==> src/rtl/eprom_burn_pkg.sv <==
package eprom_burn_pkg;

    typedef enum logic [3:0] {
        S_IDLE,
        S_RAMP,
        S_PSET,
        S_PULSE,
        S_PHOLD,
        S_VOE,
        S_VFLT,
        S_FRAMP,
        S_FOE,
        S_FFLT,
        S_END
    } burn_state_t;

    typedef enum logic [1:0] {
        W_HOLD,
        W_REWIND,
        W_NEXT,
        W_BUMP
    } walk_op_t;

    typedef struct packed {
        logic ce_n;
        logic oe_n;
        logic pgm_n;
        logic prog_on;
        logic drive;
    } pin_ctrl_t;

    function automatic int unsigned ticks_ceil(input int unsigned ns, input int unsigned clk_ns);
        return (ns + clk_ns - 1) / clk_ns;
    endfunction

    function automatic int unsigned ticks_round(input int unsigned ns, input int unsigned clk_ns);
        return (ns + clk_ns / 2) / clk_ns;
    endfunction

    // Pin levels seen by the EPROM in each sequencer state.
    function automatic pin_ctrl_t pins_for(input burn_state_t s);
        pin_ctrl_t p;
        p = '{ce_n: 1'b1, oe_n: 1'b1, pgm_n: 1'b1, prog_on: 1'b0, drive: 1'b0};
        case (s)
            S_RAMP:  p.prog_on = 1'b1;
            S_PSET:  begin p.ce_n = 1'b0; p.prog_on = 1'b1; p.drive = 1'b1; end
            S_PULSE: begin p.ce_n = 1'b0; p.pgm_n = 1'b0; p.prog_on = 1'b1; p.drive = 1'b1; end
            S_PHOLD: begin p.ce_n = 1'b0; p.prog_on = 1'b1; p.drive = 1'b1; end
            S_VOE:   begin p.ce_n = 1'b0; p.oe_n = 1'b0; p.prog_on = 1'b1; end
            S_VFLT:  begin p.ce_n = 1'b0; p.prog_on = 1'b1; end
            S_FOE:   begin p.ce_n = 1'b0; p.oe_n = 1'b0; end
            S_FFLT:  p.ce_n = 1'b0;
            default: ;
        endcase
        return p;
    endfunction

endpackage

==> src/rtl/burn_timer.sv <==
module burn_timer #(
    parameter int unsigned W = 8
) (
    input  logic         clk,
    input  logic         rst,
    input  logic         load,
    input  logic [W-1:0] val,
    output logic         zero
);
    logic [W-1:0] cnt;

    always_ff @(posedge clk) begin
        if (rst)
            cnt <= '0;
        else if (load)
            cnt <= val;
        else if (cnt != '0)
            cnt <= cnt - 1'b1;
    end

    assign zero = (cnt == '0);

    // Counter only moves down between loads.
    no_wrap_chk: assert property (@(posedge clk) disable iff (rst)
        (!load && cnt == '0) |=> (cnt == '0) || $past(load));

endmodule

==> src/rtl/burn_walker.sv <==
module burn_walker
    import eprom_burn_pkg::*;
#(
    parameter int unsigned ADDR_W     = 13,
    parameter int unsigned MAX_PULSES = 10
) (
    input  logic              clk,
    input  logic              rst,
    input  logic              load,
    input  logic              hold_range,
    input  logic [ADDR_W-1:0] first_in,
    input  logic [ADDR_W-1:0] last_in,
    input  walk_op_t          op,
    output logic [ADDR_W-1:0] addr,
    output logic              at_last,
    output logic              at_limit
);
    localparam int unsigned TRY_W = $clog2(MAX_PULSES + 1);
    localparam logic [TRY_W-1:0] TRY_MAX = TRY_W'(MAX_PULSES);

    logic [ADDR_W-1:0] lo_q, hi_q;
    logic [TRY_W-1:0]  tries;

    always_ff @(posedge clk) begin
        if (rst) begin
            lo_q  <= '0;
            hi_q  <= '0;
            addr  <= '0;
            tries <= '0;
        end else if (load) begin
            lo_q  <= first_in;
            hi_q  <= last_in;
            addr  <= first_in;
            tries <= '0;
        end else begin
            case (op)
                W_REWIND: begin addr <= lo_q;        tries <= '0; end
                W_NEXT:   begin addr <= addr + 1'b1; tries <= '0; end
                W_BUMP:   tries <= tries + 1'b1;
                default:  ;
            endcase
        end
    end

    assign at_last  = (addr == hi_q);
    assign at_limit = (tries == TRY_MAX);


    retry_bound_chk: assert property (@(posedge clk) disable iff (rst)
        tries <= TRY_MAX);


    range_hold_chk: assert property (@(posedge clk) disable iff (rst)
        hold_range |=> (!hold_range || ($stable(lo_q) && $stable(hi_q))));

endmodule

==> src/rtl/eprom_burn_seq.sv <==
module eprom_burn_seq
    import eprom_burn_pkg::*;
#(
    parameter int unsigned ADDR_W       = 13,
    parameter int unsigned DATA_W       = 8,
    parameter int unsigned CLK_NS       = 20,
    parameter int unsigned MAX_PULSES   = 10,
    parameter int unsigned PULSE_NS     = 100000,
    parameter int unsigned PULSE_TOL_NS = 5000,
    parameter int unsigned SETUP_NS     = 2000,
    parameter int unsigned HOLD_NS      = 2000,
    parameter int unsigned VALID_NS     = 100,
    parameter int unsigned FLOAT_NS     = 130
) (
    input  logic              clk,
    input  logic              rst,
    input  logic              start,
    input  logic [ADDR_W-1:0] first_addr,
    input  logic [ADDR_W-1:0] last_addr,
    output logic [ADDR_W-1:0] src_addr,
    input  logic [DATA_W-1:0] src_data,
    output logic [ADDR_W-1:0] rom_addr,
    output logic [DATA_W-1:0] rom_dout,
    output logic              rom_dout_en,
    input  logic [DATA_W-1:0] rom_din,
    output logic              rom_ce_n,
    output logic              rom_oe_n,
    output logic              rom_pgm_n,
    output logic              prog_supply_on,
    output logic              verify_corner_hi,
    output logic              busy,
    output logic              done,
    output logic              pass,
    output logic [ADDR_W-1:0] fail_addr
);
    localparam int unsigned SETUP_CYC = ticks_ceil(SETUP_NS, CLK_NS) + 1;
    localparam int unsigned HOLD_CYC  = ticks_ceil(HOLD_NS, CLK_NS) + 1;
    localparam int unsigned VALID_CYC = ticks_ceil(VALID_NS, CLK_NS) + 1;
    localparam int unsigned FLOAT_CYC = ticks_ceil(FLOAT_NS, CLK_NS) + 1;
    localparam int unsigned PULSE_CYC = ticks_round(PULSE_NS, CLK_NS);
    localparam int unsigned PW_MIN    = ticks_ceil(PULSE_NS - PULSE_TOL_NS, CLK_NS);
    localparam int unsigned PW_MAX    = (PULSE_NS + PULSE_TOL_NS) / CLK_NS;
    localparam int unsigned TMR_W     = $clog2(PULSE_CYC + SETUP_CYC + HOLD_CYC + VALID_CYC + FLOAT_CYC + 1);
    localparam int unsigned PW_W      = $clog2(PW_MAX + 2);

    localparam logic [TMR_W-1:0] T_SETUP = TMR_W'(SETUP_CYC - 1);
    localparam logic [TMR_W-1:0] T_PULSE = TMR_W'(PULSE_CYC - 1);
    localparam logic [TMR_W-1:0] T_HOLD  = TMR_W'(HOLD_CYC - 1);
    localparam logic [TMR_W-1:0] T_VALID = TMR_W'(VALID_CYC - 1);
    localparam logic [TMR_W-1:0] T_FLOAT = TMR_W'(FLOAT_CYC - 1);

    burn_state_t       state, nxt;
    walk_op_t          wop;
    logic              tload, tz;
    logic [TMR_W-1:0]  tval;
    logic              accept, match_q, corner_q, pass_q;
    logic              go_fail, go_pass, corner_up;
    logic [ADDR_W-1:0] addr, fail_q;
    logic              at_last, at_limit;
    pin_ctrl_t         pins;

    assign accept = start && (state == S_IDLE);

    burn_timer #(.W(TMR_W)) u_timer (
        .clk  (clk),
        .rst  (rst),
        .load (tload),
        .val  (tval),
        .zero (tz)
    );

    burn_walker #(.ADDR_W(ADDR_W), .MAX_PULSES(MAX_PULSES)) u_walk (
        .clk        (clk),
        .rst        (rst),
        .load       (accept),
        .hold_range (busy),
        .first_in   (first_addr),
        .last_in    (last_addr),
        .op         (wop),
        .addr       (addr),
        .at_last    (at_last),
        .at_limit   (at_limit)
    );

    always_comb begin
        nxt       = state;
        wop       = W_HOLD;
        tload     = 1'b0;
        tval      = '0;
        go_fail   = 1'b0;
        go_pass   = 1'b0;
        corner_up = 1'b0;
        case (state)
            S_IDLE:  if (start) begin nxt = S_RAMP; tload = 1'b1; tval = T_SETUP; end
            S_RAMP:  if (tz) begin nxt = S_PSET; tload = 1'b1; tval = T_SETUP; end
            S_PSET:  if (tz) begin nxt = S_PULSE; tload = 1'b1; tval = T_PULSE; wop = W_BUMP; end
            S_PULSE: if (tz) begin nxt = S_PHOLD; tload = 1'b1; tval = T_HOLD; end
            S_PHOLD: if (tz) begin nxt = S_VOE; tload = 1'b1; tval = T_VALID; end
            S_VOE:   if (tz) begin nxt = S_VFLT; tload = 1'b1; tval = T_FLOAT; end
            S_VFLT: if (tz) begin
                tload = 1'b1;
                tval  = T_SETUP;
                if (match_q) begin
                    if (at_last) begin nxt = S_FRAMP; wop = W_REWIND; end
                    else begin nxt = S_PSET; wop = W_NEXT; end
                end else if (at_limit) begin
                    nxt = S_END; go_fail = 1'b1;
                end else begin
                    nxt = S_PSET;
                end
            end
            S_FRAMP: if (tz) begin nxt = S_FOE; tload = 1'b1; tval = T_VALID; end
            S_FOE:   if (tz) begin nxt = S_FFLT; tload = 1'b1; tval = T_FLOAT; end
            S_FFLT: if (tz) begin
                if (!match_q) begin
                    nxt = S_END; go_fail = 1'b1;
                end else if (!at_last) begin
                    nxt = S_FOE; wop = W_NEXT; tload = 1'b1; tval = T_VALID;
                end else if (!corner_q) begin
                    nxt = S_FRAMP; wop = W_REWIND; tload = 1'b1; tval = T_SETUP; corner_up = 1'b1;
                end else begin
                    nxt = S_END; go_pass = 1'b1;
                end
            end
            S_END:   nxt = S_IDLE;
            default: nxt = S_IDLE;
        endcase
    end

    always_ff @(posedge clk) begin
        if (rst) begin
            state    <= S_IDLE;
            match_q  <= 1'b0;
            corner_q <= 1'b0;
            pass_q   <= 1'b0;
            fail_q   <= '0;
        end else begin
            state <= nxt;
            if (accept) begin
                corner_q <= 1'b0;
                pass_q   <= 1'b0;
            end
            if ((state == S_VOE || state == S_FOE) && tz)
                match_q <= (rom_din == src_data);
            if (corner_up)
                corner_q <= 1'b1;
            if (go_fail)
                fail_q <= addr;
            if (go_pass)
                pass_q <= 1'b1;
        end
    end

    assign pins             = pins_for(state);
    assign rom_ce_n         = pins.ce_n;
    assign rom_oe_n         = pins.oe_n;
    assign rom_pgm_n        = pins.pgm_n;
    assign prog_supply_on   = pins.prog_on;
    assign rom_dout_en      = pins.drive;
    assign rom_addr         = addr;
    assign src_addr         = addr;
    assign rom_dout         = src_data;
    assign verify_corner_hi = corner_q;
    assign busy             = (state != S_IDLE) && (state != S_END);
    assign done             = (state == S_END);
    assign pass             = pass_q;
    assign fail_addr        = fail_q;

    logic [PW_W-1:0] pw_cnt;
    always_ff @(posedge clk) begin
        if (rst || rom_pgm_n)
            pw_cnt <= '0;
        else
            pw_cnt <= pw_cnt + 1'b1;
    end


    pulse_width_chk: assert property (@(posedge clk) disable iff (rst)
        $rose(rom_pgm_n) |-> (pw_cnt >= PW_W'(PW_MIN) && pw_cnt <= PW_W'(PW_MAX)));


    pulse_ctrl_chk: assert property (@(posedge clk) disable iff (rst)
        !rom_pgm_n |-> (!rom_ce_n && rom_oe_n && prog_supply_on && rom_dout_en));


    bus_clash_chk: assert property (@(posedge clk) disable iff (rst)
        !(rom_dout_en && !rom_oe_n));


    corner_supply_chk: assert property (@(posedge clk) disable iff (rst)
        verify_corner_hi |-> !prog_supply_on);


    done_idle_chk: assert property (@(posedge clk) disable iff (rst)
        done |-> (!busy && !$past(done)));

endmodule

==> config.mk <==
export PLATFORM = sky130hd
export DESIGN_NAME = eprom_burn_seq
export DESIGN_NICKNAME = d
export VERILOG_FILES = /design/src/rtl/eprom_burn_pkg.sv /design/src/rtl/burn_timer.sv /design/src/rtl/burn_walker.sv /design/src/rtl/eprom_burn_seq.sv
export SDC_FILE = /design/constraint.sdc
export NUM_CORES = 1
export LEC_CHECK = 0
export BUFFER_PORTS_ARGS = -buffer_cell sky130_fd_sc_hd__buf_2
export CAP_MARGIN = 20
export CORE_MARGIN = 2
export CORE_UTILIZATION = 55
export DETAILED_ROUTE_END_ITERATION = 8
export PLACE_DENSITY_LB_ADDON = 0.2
export REMOVE_ABC_BUFFERS = 1
export SETUP_SLACK_MARGIN = 0.02
export SLEW_MARGIN = 20
export SYNTH_ARGS = -nofsm -noshare
export SYNTH_HDL_FRONTEND = slang
export SYNTH_SLANG_ARGS = --single-unit
==> constraint.sdc <==
create_clock -name clk -period 2.4 [get_ports clk]
set_input_delay 0.24 -clock clk [delete_from_list [all_inputs] [get_ports clk]]
set_output_delay 0.24 -clock clk [all_outputs]
set_load 0.03 [all_outputs]
==> metrics.log <==
INFO  metric timing.critical_path.cells = inv_1, ha_2, nor4b_4, buf_4, nand4b_2, nor2_1, o311ai_4, a211o_1, a311oi_1
INFO  metric tightest_slew = 0.650 ns
INFO  metric clock.fmax = 440 MHz
INFO  metric grt_pass1_vias = 3904
INFO  metric cts_tree = built
INFO  metric flop_pwr_share = 29.1%
INFO  metric detail_route.drc_violations = 0
INFO  metric vias = 4346
INFO  metric report.final.setup_viol = 0
INFO  metric postCtsHoldBufs = 0
INFO  metric initial_antenna_violation_count = 0
INFO  metric crit_path_max_incr_delay = 0.35 ns
INFO  metric slew-limit-headroom = 56.6%
INFO  metric hp-class = in2reg
INFO  metric report.final.hold_viol_count = 0
INFO  metric synth.yosys.warnings = 0
INFO  metric whs_endpoint = u_walk.hi_q[9]
INFO  metric detailedRoute.firstIterationViolations = roughly 320
INFO  metric grt_start_max_net_pins = 62
INFO  metric die_height = ~94 microns
INFO  metric grt_setup_unrepaired = false
INFO  metric drt-pass1-iter-count = 5
INFO  metric worst_setup_path_end_kind = register
INFO  metric cts_buffers = 9
INFO  metric critical_path_required = 2.65 ns
INFO  metric ioPinCount = just over 100
INFO  metric core.rowCount = 32
INFO  metric synth_enable_flop_cells = 0
INFO  metric io_buffer_count = 100
INFO  metric final_cell_mix = sky130_fd_sc_hd__nand2_1, sky130_fd_sc_hd__buf_2, sky130_fd_sc_hd__dfxtp_1
INFO  metric area_growth = 17.0%
INFO  metric finalNetCount = 706
INFO  metric layout_commonest_cell = sky130_fd_sc_hd__nand2_1
INFO  metric grt_first_pass_wirelength = 19200 microns
INFO  metric clkPwrFrac = 15.3%
INFO  metric htree_levels = 3
INFO  metric internal_power = ~3300 uW
INFO  metric path_class = reg2reg
INFO  metric post_route_cells_drive_above_1_share = 27.0%
INFO  metric clk_root_buffer_cell = sky130_fd_sc_hd__clkbuf_8
INFO  metric floorplan.core_area = 0.00781 sq mm
INFO  metric timing.critical_path.arrival = 2.52 ns
INFO  metric path_delay_family = compound AO/OA/AOI/OAI gates
INFO  metric worst_clock_skew = 0.00739 ns
INFO  metric gp_routability_congestion = 0.877
INFO  metric cts.path.max_buffers = 2
INFO  metric post-place-cells = 746
INFO  metric post_dr_wirelength_cell = ~16 microns
INFO  metric width_of_the_chip = 94.3 microns
INFO  metric critical_path_peak_fanout = 6
INFO  metric detail-route-antenna-nets = 0
INFO  metric power_per_cell_area = 1200 mW/mm^2
INFO  metric synth-async-reset-ratio = 0%
INFO  metric max_transition_viols_final = 0
INFO  metric clock_latency_of_the_later_clocked_register_in_the_worst_skew_pair = 0.35 ns
INFO  metric min_from = last_addr[9]
INFO  metric hpwlAfterDp = 8730 microns
INFO  metric worst_setup_hold_path_clk_slew = ~0.08 ns
INFO  metric synthesis.area = 0.00449 sq mm
INFO  metric post-route-min-period = 2.27 ns
INFO  metric starting_density = 57.5%
INFO  metric min_path_cells = 3
INFO  metric detail_route.wirelength = 12000 microns
INFO  metric fin_setup_tns = 0 ns
INFO  metric postSynth.topFlopCell = sky130_fd_sc_hd__dfxtp_1
INFO  metric timing.rr.end = u_walk.addr[11]
INFO  metric synth.lib_cells_used.distinct = between 60 and 70
INFO  metric irDropWorstVdd = 0.749 mV
INFO  metric die_area = 0.00890 sq mm
INFO  metric r2r-start = u_timer.cnt[0]
INFO  metric p_comb_share = 55.6%
INFO  metric global_route_usage_sum = between 20% and 30%
INFO  metric r2r_setup_slack = 0.13 ns
INFO  metric p_sw_share = 47.5%
INFO  metric synth-seq-cells = 76
INFO  metric p_switching = 3000 uW
INFO  metric maxCapViolations = 0
INFO  metric outcome = finished clean
INFO  metric synth_area_per_cell = between 7 and 8 sq um
INFO  metric syn-instance-count = ~570
INFO  metric timing.critical_path.buf_inv = 2
INFO  metric final.fill_count = just over 700
INFO  metric grt-ovfl-total = 0
INFO  metric finalCritPeriodShare = 94.7%
INFO  metric length_in_cells_of_the_worst_reg_to_reg_path = 9
INFO  metric antenna_cells = 0
INFO  metric cts_sinks = 76
INFO  metric ys_seq_area_share = 33.9%
INFO  metric slowest_stage = sky130_fd_sc_hd__dfxtp_1
INFO  metric layout.cells.non_filler = ~760
INFO  metric cellLeakagePower = 0.00217 uW
INFO  metric critical_path.startpoint_type = register
INFO  metric via_per_inst = 5.69
## area by class of cell
class	count	area (sq um)	share of cell area, %
Clock buffer	11	131	2.50
Clock inverter	5	62.6	1.19
Inverter	9	33.8	0.643
Multi-Input combinational cell	426	2600	49.4
Sequential cell	76	1520	29.0
Tap cell	102	128	2.43
Timing Repair Buffer	135	776	14.8
## through the flow
step	setup WS [ns]	util, %	total power [uW]	cell area (sq um)	hold WS, ns
after floorplan	-0.314	-	4080	4140	0.309
after global placement	0.146	64.4	5190	5030	0.434
after detailed placement	0.102	64.4	5260	5030	0.444
after CTS	0.0744	66.9	6240	5220	0.110
after global routing	0.0347	67.3	6730	5250	0.114
final	0.127	67.3	6320	5250	0.121
## logic make-up (layout without fill, tap and decap cells)
group                      after synthesis  in the layout  synth area share, %
buffers and inverters                   72            160                 8.50
AOI/OAI and AO/OA                      123            123                 18.6
DFF                                     76             76                 33.9
and+or+nand+nor                        250            250                 28.1
xor gates and xnor gates                43             43                 8.39
adders and majority gates                4              4                 1.11
muxes                                    6              6                 1.39
## Yosys cell counts, types with 4 or more instances
cell	n	area, sq um
sky130_fd_sc_hd__nand2_1	106	398
sky130_fd_sc_hd__dfxtp_1	76	1520
sky130_fd_sc_hd__a21oi_1	54	270
sky130_fd_sc_hd__nor2_1	39	146
sky130_fd_sc_hd__nand3_1	26	130
sky130_fd_sc_hd__xnor2_1	23	201
sky130_fd_sc_hd__buf_4	22	165
sky130_fd_sc_hd__clkbuf_1	20	75.1
sky130_fd_sc_hd__xor2_1	20	175
sky130_fd_sc_hd__buf_2	16	80.1
sky130_fd_sc_hd__nand4_1	11	68.8
sky130_fd_sc_hd__nor3_1	11	55.1
sky130_fd_sc_hd__o21ai_0	11	55.1
sky130_fd_sc_hd__o31ai_1	10	75.1
sky130_fd_sc_hd__or3_1	10	62.6
sky130_fd_sc_hd__inv_1	9	33.8
sky130_fd_sc_hd__a41oi_1	8	70.1
sky130_fd_sc_hd__a211oi_1	6	45.0
sky130_fd_sc_hd__a31oi_1	6	37.5
sky130_fd_sc_hd__nand2b_1	5	31.3
sky130_fd_sc_hd__nor2b_1	5	31.3
sky130_fd_sc_hd__nor4_1	5	31.3
sky130_fd_sc_hd__and3_1	4	25.0
sky130_fd_sc_hd__ha_1	4	50.1
sky130_fd_sc_hd__mux2i_1	4	40.0
sky130_fd_sc_hd__o211a_1	4	40.0
## how the worst max path moves through the flow
stage                    from         endpoint  slack (ns)  depth (start not counted)
2_1_floorplan        state[3]   u_timer.cnt[0]       -0.31                          5
3_3_place_gp         state[2]  u_walk.addr[10]        0.15                          6
3_5_place_dp   u_timer.cnt[0]  u_walk.addr[11]        0.10                          9
4_1_cts        u_timer.cnt[0]  u_walk.addr[11]        0.07                          9
5_1_grt              state[3]  u_walk.addr[10]        0.03                          6
6_report       u_timer.cnt[0]  u_walk.addr[11]        0.13                          9
## power groups by stage
stage	registers, uW	logic, uW	clock network, uW
4_1_cts	1830	3430	985
3_3_place_gp	1850	3340	0
2_1_floorplan	2150	1930	0
5_1_grt	1880	3810	1030
6_report	1840	3510	968
3_5_place_dp	1860	3400	0
## worst min-delay path, stage by stage
cell,delay (ns)
sky130_fd_sc_hd__buf_2,0.09
sky130_fd_sc_hd__nand2_1,0.04
sky130_fd_sc_hd__a21oi_1,0.05
## routing by layer
metal  vias up  part of all wire [%]  track usage (%)  wire (microns)
met5         -                     0                0               0
li1       2170                     -                -               -
met3         7                   6.9             6.07             822
met2       157                    46             42.3            5540
met1      2012                    47             38.9            5570
met4         0                  0.30             6.76              36
## what timing repair did
item	in CTS	in global routing
gates resized for setup	0	5
setup buffers	0	2
endpoints found under the setup margin	0	31
## sequential cells by signal, summed over array words and instances, names as in the netlist
register and count:
pass 1, verify_corner_hi 1, u_walk.lo_q 13, u_walk.addr 13, fail_addr 13, u_walk.hi_q 13
u_timer.cnt 13, state 4, u_walk.tries 4, match_q 1
Power figures use the tool's default switching activity.
